==> config.mk <==
export PLATFORM = sky130hd
export DESIGN_NAME = keycombo_reset
export DESIGN_NICKNAME = d
export VERILOG_FILES = /design/src/rtl/keycombo_reset_pkg.sv /design/src/rtl/keycombo_reset_tick.sv /design/src/rtl/keycombo_reset_match.sv /design/src/rtl/keycombo_reset_hold.sv /design/src/rtl/keycombo_reset_pulse.sv /design/src/rtl/keycombo_reset.sv
export SDC_FILE = /design/constraint.sdc
export NUM_CORES = 1
export LEC_CHECK = 0
export BUFFER_PORTS_ARGS = -buffer_cell sky130_fd_sc_hd__buf_4
export CAP_MARGIN = 20
export CORE_UTILIZATION = 25
export DETAILED_ROUTE_END_ITERATION = 12
export SLEW_MARGIN = 20
export SYNTH_ARGS = -nofsm -noshare
export SYNTH_HDL_FRONTEND = slang
export SYNTH_SLANG_ARGS = --single-unit
==> constraint.sdc <==
create_clock -name clk_i -period 4.97 [get_ports clk_i]
set_input_delay 0 -clock clk_i [delete_from_list [all_inputs] [get_ports clk_i]]
set_output_delay 0 -clock clk_i [all_outputs]
set_load 0.05 [all_outputs]
==> src/rtl/keycombo_reset_pkg.sv <==
package keycombo_reset_pkg;
  localparam int unsigned CODE_W    = 8;
  localparam int unsigned NUM_CODES = 2 ** CODE_W;
  localparam int unsigned NUM_SLOTS = 3;
  localparam int unsigned W1_TICKS  = 1;
  localparam int unsigned W2_TICKS  = 14;
  localparam int unsigned W3_TICKS  = 28;

  typedef enum logic [1:0] {HOLD_IDLE, HOLD_RUN, HOLD_DONE} hold_state_e;

  // Hold length in ticks for a trigger-time code
  function automatic int unsigned hold_ticks(logic [3:0] sel, int unsigned half);
    if (sel == 4'd0) return 0;
    if (sel[3])      return 8 * half;
    return (int'(sel) + 1) * half;
  endfunction
endpackage

==> src/rtl/keycombo_reset_tick.sv <==
module keycombo_reset_tick #(
  parameter int unsigned DIV = 250_000
) (
  input  logic clk_i,
  input  logic rst_ni,
  input  logic clr_i,
  output logic tick_o
);
  localparam int unsigned CW = (DIV > 1) ? $clog2(DIV) : 1;

  logic [CW-1:0] cnt_q;

  always_ff @(posedge clk_i or negedge rst_ni) begin
    if (!rst_ni)                     cnt_q <= '0;
    else if (clr_i)                  cnt_q <= '0;
    else if (cnt_q == CW'(DIV - 1))  cnt_q <= '0;
    else                             cnt_q <= cnt_q + CW'(1);
  end

  assign tick_o = !clr_i && (cnt_q == CW'(DIV - 1));

  a_r4_tick_gap: assert property (@(posedge clk_i) disable iff (!rst_ni)
    tick_o |=> !tick_o);
endmodule

==> src/rtl/keycombo_reset_match.sv <==
module keycombo_reset_match
  import keycombo_reset_pkg::*;
(
  input  logic                 clk_i,
  input  logic                 rst_ni,
  input  logic [NUM_CODES-1:0] held_i,
  input  logic [CODE_W-1:0]    codes_i [NUM_SLOTS],
  output logic                 combo_o
);
  logic [NUM_SLOTS-1:0] slot_ok;
  logic [NUM_SLOTS-1:0] slot_used;

  for (genvar s = 0; s < NUM_SLOTS; s++) begin : g_slot
    assign slot_used[s] = (codes_i[s] != '0);
    assign slot_ok[s]   = !slot_used[s] || held_i[codes_i[s]];
  end

  always_ff @(posedge clk_i or negedge rst_ni) begin
    if (!rst_ni) combo_o <= 1'b0;
    else         combo_o <= (|slot_used) && (&slot_ok);
  end
endmodule

==> src/rtl/keycombo_reset_hold.sv <==
module keycombo_reset_hold
  import keycombo_reset_pkg::*;
#(
  parameter int unsigned CYC_PER_TICK   = 250_000,
  parameter int unsigned HALF_SEC_TICKS = 500
) (
  input  logic       clk_i,
  input  logic       rst_ni,
  input  logic       combo_i,
  input  logic [3:0] trig_sel_i,
  output logic       fire_o
);
  localparam int unsigned MAX_TICKS = 8 * HALF_SEC_TICKS;
  localparam int unsigned CNT_W     = $clog2(MAX_TICKS + 1);

  hold_state_e      state_q;
  logic [CNT_W-1:0] cnt_q;
  logic [CNT_W-1:0] lim;
  logic             tick;

  assign lim = CNT_W'(hold_ticks(trig_sel_i, HALF_SEC_TICKS));

  // Prescaler restarts on each new hold so the window is exact
  keycombo_reset_tick #(.DIV(CYC_PER_TICK)) u_tick (
    .clk_i  (clk_i),
    .rst_ni (rst_ni),
    .clr_i  (state_q != HOLD_RUN),
    .tick_o (tick)
  );

  always_ff @(posedge clk_i or negedge rst_ni) begin
    if (!rst_ni) begin
      state_q <= HOLD_IDLE;
      cnt_q   <= '0;
      fire_o  <= 1'b0;
    end else begin
      fire_o <= 1'b0;
      unique case (state_q)
        HOLD_IDLE: if (combo_i) begin
          cnt_q <= '0;
          if (lim == '0) begin
            fire_o  <= 1'b1;
            state_q <= HOLD_DONE;
          end else begin
            state_q <= HOLD_RUN;
          end
        end
        HOLD_RUN: begin
          if (!combo_i) begin
            state_q <= HOLD_IDLE;
          end else if (tick) begin
            if (cnt_q + CNT_W'(1) >= lim) begin
              fire_o  <= 1'b1;
              state_q <= HOLD_DONE;
            end else begin
              cnt_q <= cnt_q + CNT_W'(1);
            end
          end
        end
        HOLD_DONE: if (!combo_i) state_q <= HOLD_IDLE;
        default:   state_q <= HOLD_IDLE;
      endcase
    end
  end

  a_r2_fire_needs_combo: assert property (@(posedge clk_i) disable iff (!rst_ni)
    fire_o |-> $past(combo_i));
  a_r5_drop_clears: assert property (@(posedge clk_i) disable iff (!rst_ni)
    (state_q == HOLD_RUN && !combo_i) |=> (state_q == HOLD_IDLE));
  a_r6_single_fire: assert property (@(posedge clk_i) disable iff (!rst_ni)
    fire_o |=> !fire_o);
endmodule

==> src/rtl/keycombo_reset_pulse.sv <==
module keycombo_reset_pulse
  import keycombo_reset_pkg::*;
#(
  parameter int unsigned CYC_PER_TICK = 250_000,
  parameter int unsigned SHORT_CYC    = 125
) (
  input  logic       clk_i,
  input  logic       rst_ni,
  input  logic       start_i,
  input  logic [1:0] width_sel_i,
  output logic       active_o
);
  localparam int unsigned TW = $clog2(W3_TICKS + 1);
  localparam int unsigned SW = (SHORT_CYC > 1) ? $clog2(SHORT_CYC) : 1;

  logic [1:0]    sel_q;
  logic [SW-1:0] scnt_q;
  logic [TW-1:0] tcnt_q;
  logic [TW-1:0] wlim;
  logic          tick;

  always_comb begin
    unique case (sel_q)
      2'd1:    wlim = TW'(W1_TICKS);
      2'd2:    wlim = TW'(W2_TICKS);
      default: wlim = TW'(W3_TICKS);
    endcase
  end

  keycombo_reset_tick #(.DIV(CYC_PER_TICK)) u_tick (
    .clk_i  (clk_i),
    .rst_ni (rst_ni),
    .clr_i  (!active_o),
    .tick_o (tick)
  );

  always_ff @(posedge clk_i or negedge rst_ni) begin
    if (!rst_ni) begin
      active_o <= 1'b0;
      sel_q    <= '0;
      scnt_q   <= '0;
      tcnt_q   <= '0;
    end else if (!active_o) begin
      if (start_i) begin
        active_o <= 1'b1;
        sel_q    <= width_sel_i;
        scnt_q   <= '0;
        tcnt_q   <= '0;
      end
    end else if (sel_q == 2'd0) begin
      if (scnt_q == SW'(SHORT_CYC - 1)) active_o <= 1'b0;
      else                              scnt_q   <= scnt_q + SW'(1);
    end else if (tick) begin
      if (tcnt_q == wlim - TW'(1)) active_o <= 1'b0;
      else                         tcnt_q   <= tcnt_q + TW'(1);
    end
  end

  a_r7_width_latched: assert property (@(posedge clk_i) disable iff (!rst_ni)
    (active_o && $past(active_o)) |-> $stable(sel_q));
endmodule

==> src/rtl/keycombo_reset.sv <==
module keycombo_reset
  import keycombo_reset_pkg::*;
#(
  parameter int unsigned CYC_PER_TICK   = 250_000,
  parameter int unsigned HALF_SEC_TICKS = 500,
  parameter int unsigned SHORT_CYC      = 125
) (
  input  logic                 clk_i,
  input  logic                 rst_ni,
  input  logic [NUM_CODES-1:0] evt_held_i,
  input  logic [CODE_W-1:0]    evt_code_a_i,
  input  logic [CODE_W-1:0]    evt_code_b_i,
  input  logic [CODE_W-1:0]    evt_code_c_i,
  input  logic [3:0]           trig_sel_i,
  input  logic [1:0]           width_sel_i,
  input  logic                 ext_rst_ni,
  input  logic                 passthru_en_i,
  input  logic                 out_en_i,
  output logic                 rst_pin_o,
  output logic                 rst_oe_o
);
  logic [CODE_W-1:0] codes [NUM_SLOTS];
  logic combo, fire, pulse_active;

  assign codes[0] = evt_code_a_i;
  assign codes[1] = evt_code_b_i;
  assign codes[2] = evt_code_c_i;

  keycombo_reset_match u_match (
    .clk_i   (clk_i),
    .rst_ni  (rst_ni),
    .held_i  (evt_held_i),
    .codes_i (codes),
    .combo_o (combo)
  );

  keycombo_reset_hold #(
    .CYC_PER_TICK   (CYC_PER_TICK),
    .HALF_SEC_TICKS (HALF_SEC_TICKS)
  ) u_hold (
    .clk_i      (clk_i),
    .rst_ni     (rst_ni),
    .combo_i    (combo),
    .trig_sel_i (trig_sel_i),
    .fire_o     (fire)
  );

  keycombo_reset_pulse #(
    .CYC_PER_TICK (CYC_PER_TICK),
    .SHORT_CYC    (SHORT_CYC)
  ) u_pulse (
    .clk_i       (clk_i),
    .rst_ni      (rst_ni),
    .start_i     (fire),
    .width_sel_i (width_sel_i),
    .active_o    (pulse_active)
  );

  assign rst_pin_o = passthru_en_i ? ext_rst_ni : !pulse_active;
  assign rst_oe_o  = out_en_i;
endmodule

==> impl_summary.txt, run 1 <==
----------------------------------------------------
[Route]
  Final wirelength ... slightly below 40,000 um
  Max layer used ... met4
  Drc violations ... 0
  Met3 routed WL ... 3031 um
  Wire length on met1 ... roughly 15,000 um
  Routed met2 length ... a little under 20,000 um
  Via count ... a little over 10,000
  DRT antenna net count ... 0
  DR vias/cell ... 5.549
  Detailed Route Iter0 Violations ... approximately 810
  Detail-routed net length per standard cell ... around 22 um
  Detailed-router iteration count before antenna repair ... 5

[Worst setup path]
  Highest net fanout along the worst path ... 8
  Buffering stage count on the worst path with inverters included ... 3
  Ordered cell list for the critical path ... buf_4 > ha_1 > nor2b_1 > o21ai_0 > o311ai_0 > buf_4 > fa_1 > fa_1 > inv_1 > ha_1 > a21oi_1 > xnor2_1 > a21oi_1 > ha_1 > a21o_1 > a21o_1 > a21oi_1 > o21a_1 > a31oi_2 > or3_1 > nor3_1 > a21o_1
  WS Path Type ... in2reg
  Kind of capture point of the worst setup path ... flip-flop
  CP peak stage delay ... approximately 0.50 ns
  Crit path DAT ... ~4.8 ns
  Type of element launching the critical path ... input pin
  Critical path's top delay family ... adder cells
  Worst-path cell with the longest stage delay ... sky130_fd_sc_hd__fa_1
  Critical Path RT ... 5.23 ns

[Clock tree]
  CTS tree ... yes
  Setup fix buffers added after clock tree synthesis ... 0
  Clock tree root driver cell ... sky130_fd_sc_hd__clkbuf_16
  Worst-path clk slew ... approximately 0.050 ns
  Cts bufs inserted ... 9
  Clock insertion delay at the later pin of the skew report ... between 0.3 and 0.4 ns
  CTS Sinks ... 67
  CTS HTree Levels ... 3
  Max Root-Sink Buffers ... 2

[Timing]
  Hold Fails Final Rpt ... 0
  Maximum clock skew at final layout ... about 0.0023 ns
  Final Hold Slack ... between 0.0001 and 0.00015 ns
  Setup Viol. Count Final ... 0
  Final Cycle Share ... 91.72%
  Sum Neg Setup Slack ... 0 ns
  Peak clock frequency supported by timing ... 0.2194 GHz
  Max Slew Vio Count ... 0
  Max-Slew Margin vs Limit ... 30.83%
  Post-layout minimum cycle time ... 4.559 ns
  Setup repair after global routing missed its margin ... no
  Worst Tran Pin Value ... roughly 1.0 ns

[Floorplanning]
  Top-Level Pins ... slightly below 300
  Core area ... ~43,000 um^2
  Horizontal die dimension ... between 200 and 250 um
  Starting utilization of the core area ... between 20% and 30%
  Vertical extent of the die ... between 200 and 250 um
  Floorplan die area ... ~45,000 um^2
  # rows ... 76

[Hold path]
  Path class of the lowest-slack min-delay path ... in2out

[Yosys]
  Syn Area/Cell ... around 11 um^2
  Dominant register cell in the synthesized netlist ... sky130_fd_sc_hd__dfrtp_1
  Post-synthesis instance area ... around 11,000 um^2
  Count of flip-flops with a built-in enable after synthesis ... 0
  Synth warnings ... 0
  Post-synthesis sequential element count ... 67
  Synth async-reset ratio ... 100.0%
  Sequential fraction of the synthesis area ... 15.28%
  Cell type with the highest aggregate area in the netlist ... sky130_fd_sc_hd__mux4_2
  Area fraction of the dominant cell type after synthesis ... between 30% and 40%
  Top cells by area, synth ... sky130_fd_sc_hd__mux4_2, sky130_fd_sc_hd__dfrtp_1, sky130_fd_sc_hd__mux4_1
  Number of nets produced by synthesis ... 1,320
  Mapped Cells ... ~1,000
  Count of distinct cell types in the synthesized netlist ... 65

[Power and ir drop]
  Total internal power ... 1.588 mW
  Leakage power ... roughly 5.8 nW
  Worst IR Drop VDD ... 0.1274 mV
  Switching power of the nets ... roughly 0.85 mW
  Relative contribution of combinational cells to total power ... about half
  Pwr dens ... about 180 nW/um^2
  Final total power ... ~2.4 mW
  Portion of total power attributed to sequential cells ... 26.2%
  Clock network fraction of total power ... 23.7%
  Switching power as a share of total power ... 34.80%

[Finish]
  Total number of nets in the final design ... ~1,600
  Most common cell after layout, fill and taps aside ... sky130_fd_sc_hd__buf_4
  Area growth, synth to finish ... 25.65%
  Fraction of layout cells with a size suffix above 1 ... 39.25%
  Leading cell types in the layout, fill and taps excluded ... sky130_fd_sc_hd__buf_4, sky130_fd_sc_hd__mux4_2, sky130_fd_sc_hd__mux2i_1, sky130_fd_sc_hd__nor2_1, sky130_fd_sc_hd__dfrtp_1

[Placed design]
  Post-DP HPWL ... roughly 32,000 um
  # port buffers ... 290
  Final Wtd Congestion ... approximately 0.95

[Global routing]
  Grt total ovfl ... 0
  Initial antenna violation count ... 3
  Vias in the first global route ... 10,210
  All-layer global routing usage ... 17.67%
  Global-route wire length before repair ... 60,550 um
  Pin count of the biggest net entering global routing ... slightly below 70

[Run status]
  Result of the run ... finished clean

[Run]
  Maxcap violations ... 0

----------------------------------------------------
metal layers:
layer / vias to the layer above / GRT usage [%]
li1: 4469 / -
met1: 4995 / 20.71
met2: 547 / 30.12
met3: 94 / 3.486
met4: 0 / 10.02
met5: - / 0
power groups by stage:
stage | logic [mW] | registers [mW] | clock network (mW)
floorplan | 0.789 | 0.635 | 0
global placement | 1.20 | 0.645 | 0
detailed placement | 1.22 | 0.646 | 0
CTS | 1.22 | 0.638 | 0.596
global route | 1.33 | 0.645 | 0.622
finish | 1.22 | 0.638 | 0.578
stage by stage:
stage / utilization (%) / setup slack (ns) / area (um^2) / instances
after floorplan: - / 0.4325 / 10970 / 987
final: 31.93 / 0.4113 / 13790 / 1821
after CTS: 31.89 / 0.2458 / 13770 / 1818
after global routing: 31.93 / 0.08837 / 13780 / 1820
after global placement: 31.17 / 0.1356 / 13460 / 1799
after detailed placement: 31.17 / -0.06657 / 13460 / 1799
layout make-up:
cell class / count / area [um^2]
clock inverter: 5 / 27.53
clock buffer: 11 / 252.7
tap: 585 / 732.0
timing repair buffer: 306 / 2305
antenna: 3 / 7.507
inverter: 40 / 150.1
multi-input combinational: 804 / 8635
fill: 4485 / 29390
sequential: 67 / 1677
path summary, 6_finish.rpt:
| kind | end | cells past startpoint | slack, ns | start |
|---|---|---|---|---|
| worst max-delay path | u_hold.cnt_q[7]$_DFFE_PN0P_ | 22 | 0.41 | trig_sel_i[0] |
| worst min-delay path | rst_oe_o | 0 | 0.0001 | out_en_i |
| worst max register to register | u_hold.cnt_q[7]$_DFFE_PN0P_ | 14 | 1.52 | u_hold.cnt_q[0]$_DFFE_PN0P_ |
| worst min register to register | u_hold.u_tick.cnt_q[0]$_DFF_PN0_ | 1 | 0.45 | u_hold.u_tick.cnt_q[0]$_DFF_PN0_ |
| max in group asynchronous | u_hold.cnt_q[9]$_DFFE_PN0P_ | 2 | 4.09 | rst_ni |
| min in group asynchronous | u_pulse.tcnt_q[3]$_DFFE_PN0P_ | 2 | 0.33 | rst_ni |
cells by family (layout without fill, tap and decap cells):
group	Yosys count	in the layout	synth area share, %
multiplexers	258	258	45.89
buffers and inverters	116	362	6.227
XOR/XNOR	58	58	4.630
AO/OA/AOI/OAI	153	153	9.077
adder cells (fa/ha/maj)	42	42	5.337
flip-flops	67	67	15.28
other	1	4	0.03418
AND/OR/NAND/NOR	292	292	13.53
sequential cells by signal, indices dropped and copies added, names as in the netlist:
signal / flops
u_hold.state_q: 2
u_hold.cnt_q: 12
u_pulse.sel_q: 2
u_match.combo_o: 1
u_pulse.tcnt_q: 5
u_pulse.active_o: 1
u_pulse.u_tick.cnt_q: 18
u_hold.u_tick.cnt_q: 18
u_pulse.scnt_q: 7
u_hold.fire_o: 1
cell usage after synthesis, drive strengths merged (3+ instances only):
master	instances
fa	8
nand2b	7
and2	7
xnor2	23
clkbuf	24
nand3b	6
nor2	67
a2111oi	4
inv	40
o22ai	26
a21oi	33
and3b	3
nor4	11
mux4	186
or3	7
o31ai	4
a22o	8
nor4b	6
a22oi	11
mux2i	68
nand3	45
and3	11
nor3	25
nand2	55
dfrtp	67
a21o	9
nor2b	18
mux2	4
o211ai	3
nand4	11
o2111ai	3
xor2	35
or4	3
buf	52
ha	34
o21ai	31
repair_timing:
| item | CTS | global route |
|---|---|---|
| hold endpoints to repair | 69 | 0 |
| endpoints found under the setup margin | 0 | 9 |
| resized for setup | 0 | 2 |
| hold buffers | 3 | 0 |
Note: power is estimated with default switching activity, not from simulation.
==> inputs of run 2 (changes only) <==
Settings changed: SETUP_SLACK_MARGIN from default to 0.5.
==> impl_summary.txt, run 2 (synthesis results as in run 1) <==
----------------------------------------------------
[Run status]
  Result of the run ... finished clean (unchanged)

[Worst setup path]
  Critical Path RT ... 5.23 ns (about the same)
  Crit path DAT ... 4.46 ns (was 4.81 ns)
  WS Path Type ... in2reg (unchanged)
  Kind of capture point of the worst setup path ... flip-flop (unchanged)
  Highest net fanout along the worst path ... 10 (was 8)
  Type of element launching the critical path ... input pin (unchanged)

[Finish]
  Leading cell types in the layout, fill and taps excluded ... sky130_fd_sc_hd__buf_4, sky130_fd_sc_hd__mux4_2, sky130_fd_sc_hd__mux2i_1, sky130_fd_sc_hd__nor2_1, sky130_fd_sc_hd__dfrtp_1 (unchanged)
  Total number of nets in the final design ... 1,561 (unchanged)
  Fraction of layout cells with a size suffix above 1 ... 39.90% (was 39.25%)
  Area growth, synth to finish ... 26.46% (was 25.65%)
  Final core utilization ... 32.14% (was 31.93%)
  Registers with the most flip-flops ... u_hold.u_tick.cnt_q (18), u_pulse.u_tick.cnt_q (18), u_hold.cnt_q (12) (unchanged)
  Most common cell after layout, fill and taps aside ... sky130_fd_sc_hd__buf_4 (unchanged)
  Final standard cell count with taps included and fillers excluded ... 1,825 (was 1,821)

[Timing]
  Setup repair after global routing missed its margin ... no (unchanged)
  Maximum clock skew at final layout ... 0.006468 ns (was 0.002267 ns)
  Peak clock frequency supported by timing ... 0.2384 GHz (was 0.2194 GHz)
  Final Cycle Share ... 84.41% (was 91.72%)
  Sum Neg Setup Slack ... 0 ns (unchanged)
  Max-Slew Margin vs Limit ... 33.41% (was 30.83%)
  Worst Tran Pin Value ... 0.9955 ns (was 1.034 ns)
  Setup Viol. Count Final ... 0 (unchanged)
  Hold Fails Final Rpt ... 0 (unchanged)
  Max Slew Vio Count ... 0 (unchanged)
  Post-layout minimum cycle time ... 4.195 ns (was 4.559 ns)

[Route]
  Detail-routed net length per standard cell ... 22.27 um (was 21.82 um)
  Drc violations ... 0 (unchanged)
  Final wirelength ... 40,650 um (was 39,730 um)
  DRT antenna net count ... 0 (unchanged)
  Detailed-router iteration count before antenna repair ... 6 (was 5)
  DR vias/cell ... 5.536 (was 5.549)
  Via count ... 10,100 (was 10,110)
  Detailed Route Iter0 Violations ... 707 (was 812)

[Power and ir drop]
  Final total power ... 2.444 mW (was 2.436 mW)
  Leakage power ... 5.766 nW (was 5.757 nW)
  Pwr dens ... 176.1 nW/um^2 (was 176.7 nW/um^2)
  Worst IR Drop VDD ... 0.1543 mV (was 0.1274 mV)

[Hold path]
  Path class of the lowest-slack min-delay path ... in2out (unchanged)

[Clock tree]
  CTS Sinks ... 67 (unchanged)
  Clock tree root driver cell ... sky130_fd_sc_hd__clkbuf_16 (unchanged)
  Max Root-Sink Buffers ... 2 (unchanged)
  Clock insertion delay at the later pin of the skew report ... 0.33 ns (was 0.32 ns)
  CTS HTree Levels ... 3 (unchanged)
  Worst-path clk slew ... 0.06 ns (was 0.05 ns)
  Cts bufs inserted ... 9 (unchanged)
  CTS tree ... yes (unchanged)

[Floorplanning]
  Vertical extent of the die ... 211.5 um (unchanged)
  Starting utilization of the core area ... 25.41% (unchanged)
  Horizontal die dimension ... 211.5 um (unchanged)
  Core area ... 43,170 um^2 (unchanged)
  # rows ... 76 (unchanged)
  Top-Level Pins ... 293 (unchanged)
  Floorplan die area ... 44,730 um^2 (unchanged)

[Run]
  Maxcap violations ... 0 (unchanged)

[Global routing]
  All-layer global routing usage ... 17.82% (was 17.67%)
  Pin count of the biggest net entering global routing ... 69 (was 68)
  Vias in the first global route ... 10,420 (was 10,210)
  Grt total ovfl ... 0 (unchanged)
  Initial antenna violation count ... 9 (was 3)
  Global-route wire length before repair ... 61,130 um (was 60,550 um)

[Placed design]
  Final Wtd Congestion ... 0.9159 (was 0.9496)
  # port buffers ... 290 (unchanged)
  Post-Place Cells ... 1,795 (was 1,799)
  Post-DP HPWL ... 32,030 um (was 31,620 um)

----------------------------------------------------
## run 2: cell count changes in the layout (fill, tap and decap cells not counted), sizes merged
cell      before  now
clkbuf        11   10
clkinvlp       1    3
diode          3    7
clkinv         4    3
## run 2: worst paths after layout
check                      cells past startpoint  slack (ns)                                 to                        startpoint
hold reg to reg                                1        0.46   u_hold.u_tick.cnt_q[0]$_DFF_PN0_  u_hold.u_tick.cnt_q[0]$_DFF_PN0_
hold / removal                                 0      0.0001                           rst_oe_o                          out_en_i
setup reg to reg                              14        1.70        u_hold.cnt_q[3]$_DFFE_PN0P_       u_hold.cnt_q[0]$_DFFE_PN0P_
max in group asynchronous                      2        4.10   u_hold.u_tick.cnt_q[5]$_DFF_PN0_                            rst_ni
setup / recovery                              22        0.77        u_hold.cnt_q[3]$_DFFE_PN0P_                     trig_sel_i[0]
min in group asynchronous                      2        0.32  u_pulse.u_tick.cnt_q[3]$_DFF_PN0_                            rst_ni
## run 2: layer usage
metal | GRT usage [%] | share of wire [%] | routed length, um | up-vias
li1 | - | - | - | 4468
met1 | 21.34 | 39 | 15670 | 5071
met2 | 29.89 | 50 | 20130 | 478
met3 | 3.471 | 7.2 | 2909 | 83
met4 | 10.02 | 4.7 | 1904 | 4
met5 | 0 | 0.084 | 34 | -
## run 2: critical path: stages
cell and delay [ns]:
sky130_fd_sc_hd__buf_6 0.13, sky130_fd_sc_hd__ha_4 0.19, sky130_fd_sc_hd__nor2b_1 0.13, sky130_fd_sc_hd__o21ai_1 0.15, sky130_fd_sc_hd__o311ai_0 0.16, sky130_fd_sc_hd__buf_4 0.17
sky130_fd_sc_hd__fa_1 0.46, sky130_fd_sc_hd__fa_1 0.48, sky130_fd_sc_hd__inv_1 0.04, sky130_fd_sc_hd__ha_1 0.31, sky130_fd_sc_hd__a21oi_2 0.18, sky130_fd_sc_hd__xnor2_1 0.16
sky130_fd_sc_hd__a21oi_1 0.11, sky130_fd_sc_hd__ha_1 0.31, sky130_fd_sc_hd__a21o_1 0.18, sky130_fd_sc_hd__a21o_1 0.19, sky130_fd_sc_hd__a21oi_2 0.14, sky130_fd_sc_hd__o21a_1 0.18
sky130_fd_sc_hd__a31oi_4 0.06, sky130_fd_sc_hd__buf_4 0.17, sky130_fd_sc_hd__nor3_4 0.33, sky130_fd_sc_hd__a22o_1 0.20
## run 2: layout make-up
type / instances / area, um^2
Fill cell: 4465 / 29300
Inverter: 40 / 150.1
Clock inverter: 6 / 41.29
Tap cell: 585 / 732.0
Multi-Input combinational cell: 804 / 8697
Sequential cell: 67 / 1677
Antenna cell: 7 / 17.52
Timing Repair Buffer: 306 / 2321
Clock buffer: 10 / 239.0
## run 2: metrics by stage
stage / instance area [um^2] / hold WS (ns) / worst slack [ns]
floorplan: 10990 / -0.2956 / 0.5034
global placement: 13460 / 0.0003409 / 0.1784
detailed placement: 13460 / 0.0003409 / 0.05467
CTS: 13790 / 0.0003409 / 0.5325
global route: 13870 / 0.0003544 / 0.5047
finish: 13870 / 0.0001086 / 0.7747
## run 2: power by group
group | switching (mW) | leakage, nW | total (mW) | internal [mW]
combinational | 0.586 | 4.73 | 1.22 | 0.639
sequential | 0.0501 | 0.904 | 0.641 | 0.591
clock | 0.229 | 0.131 | 0.578 | 0.349
## run 2: repair_timing
| item | CTS | global route |
|---|---|---|
| resized for setup | 5 | 7 |
| hold buffers | 3 | 0 |
| endpoints found under the setup margin | 13 | 14 |
| hold endpoints to repair | 69 | 0 |
| buffers inserted | 0 | 4 |
| pin swaps | 0 | 3 |
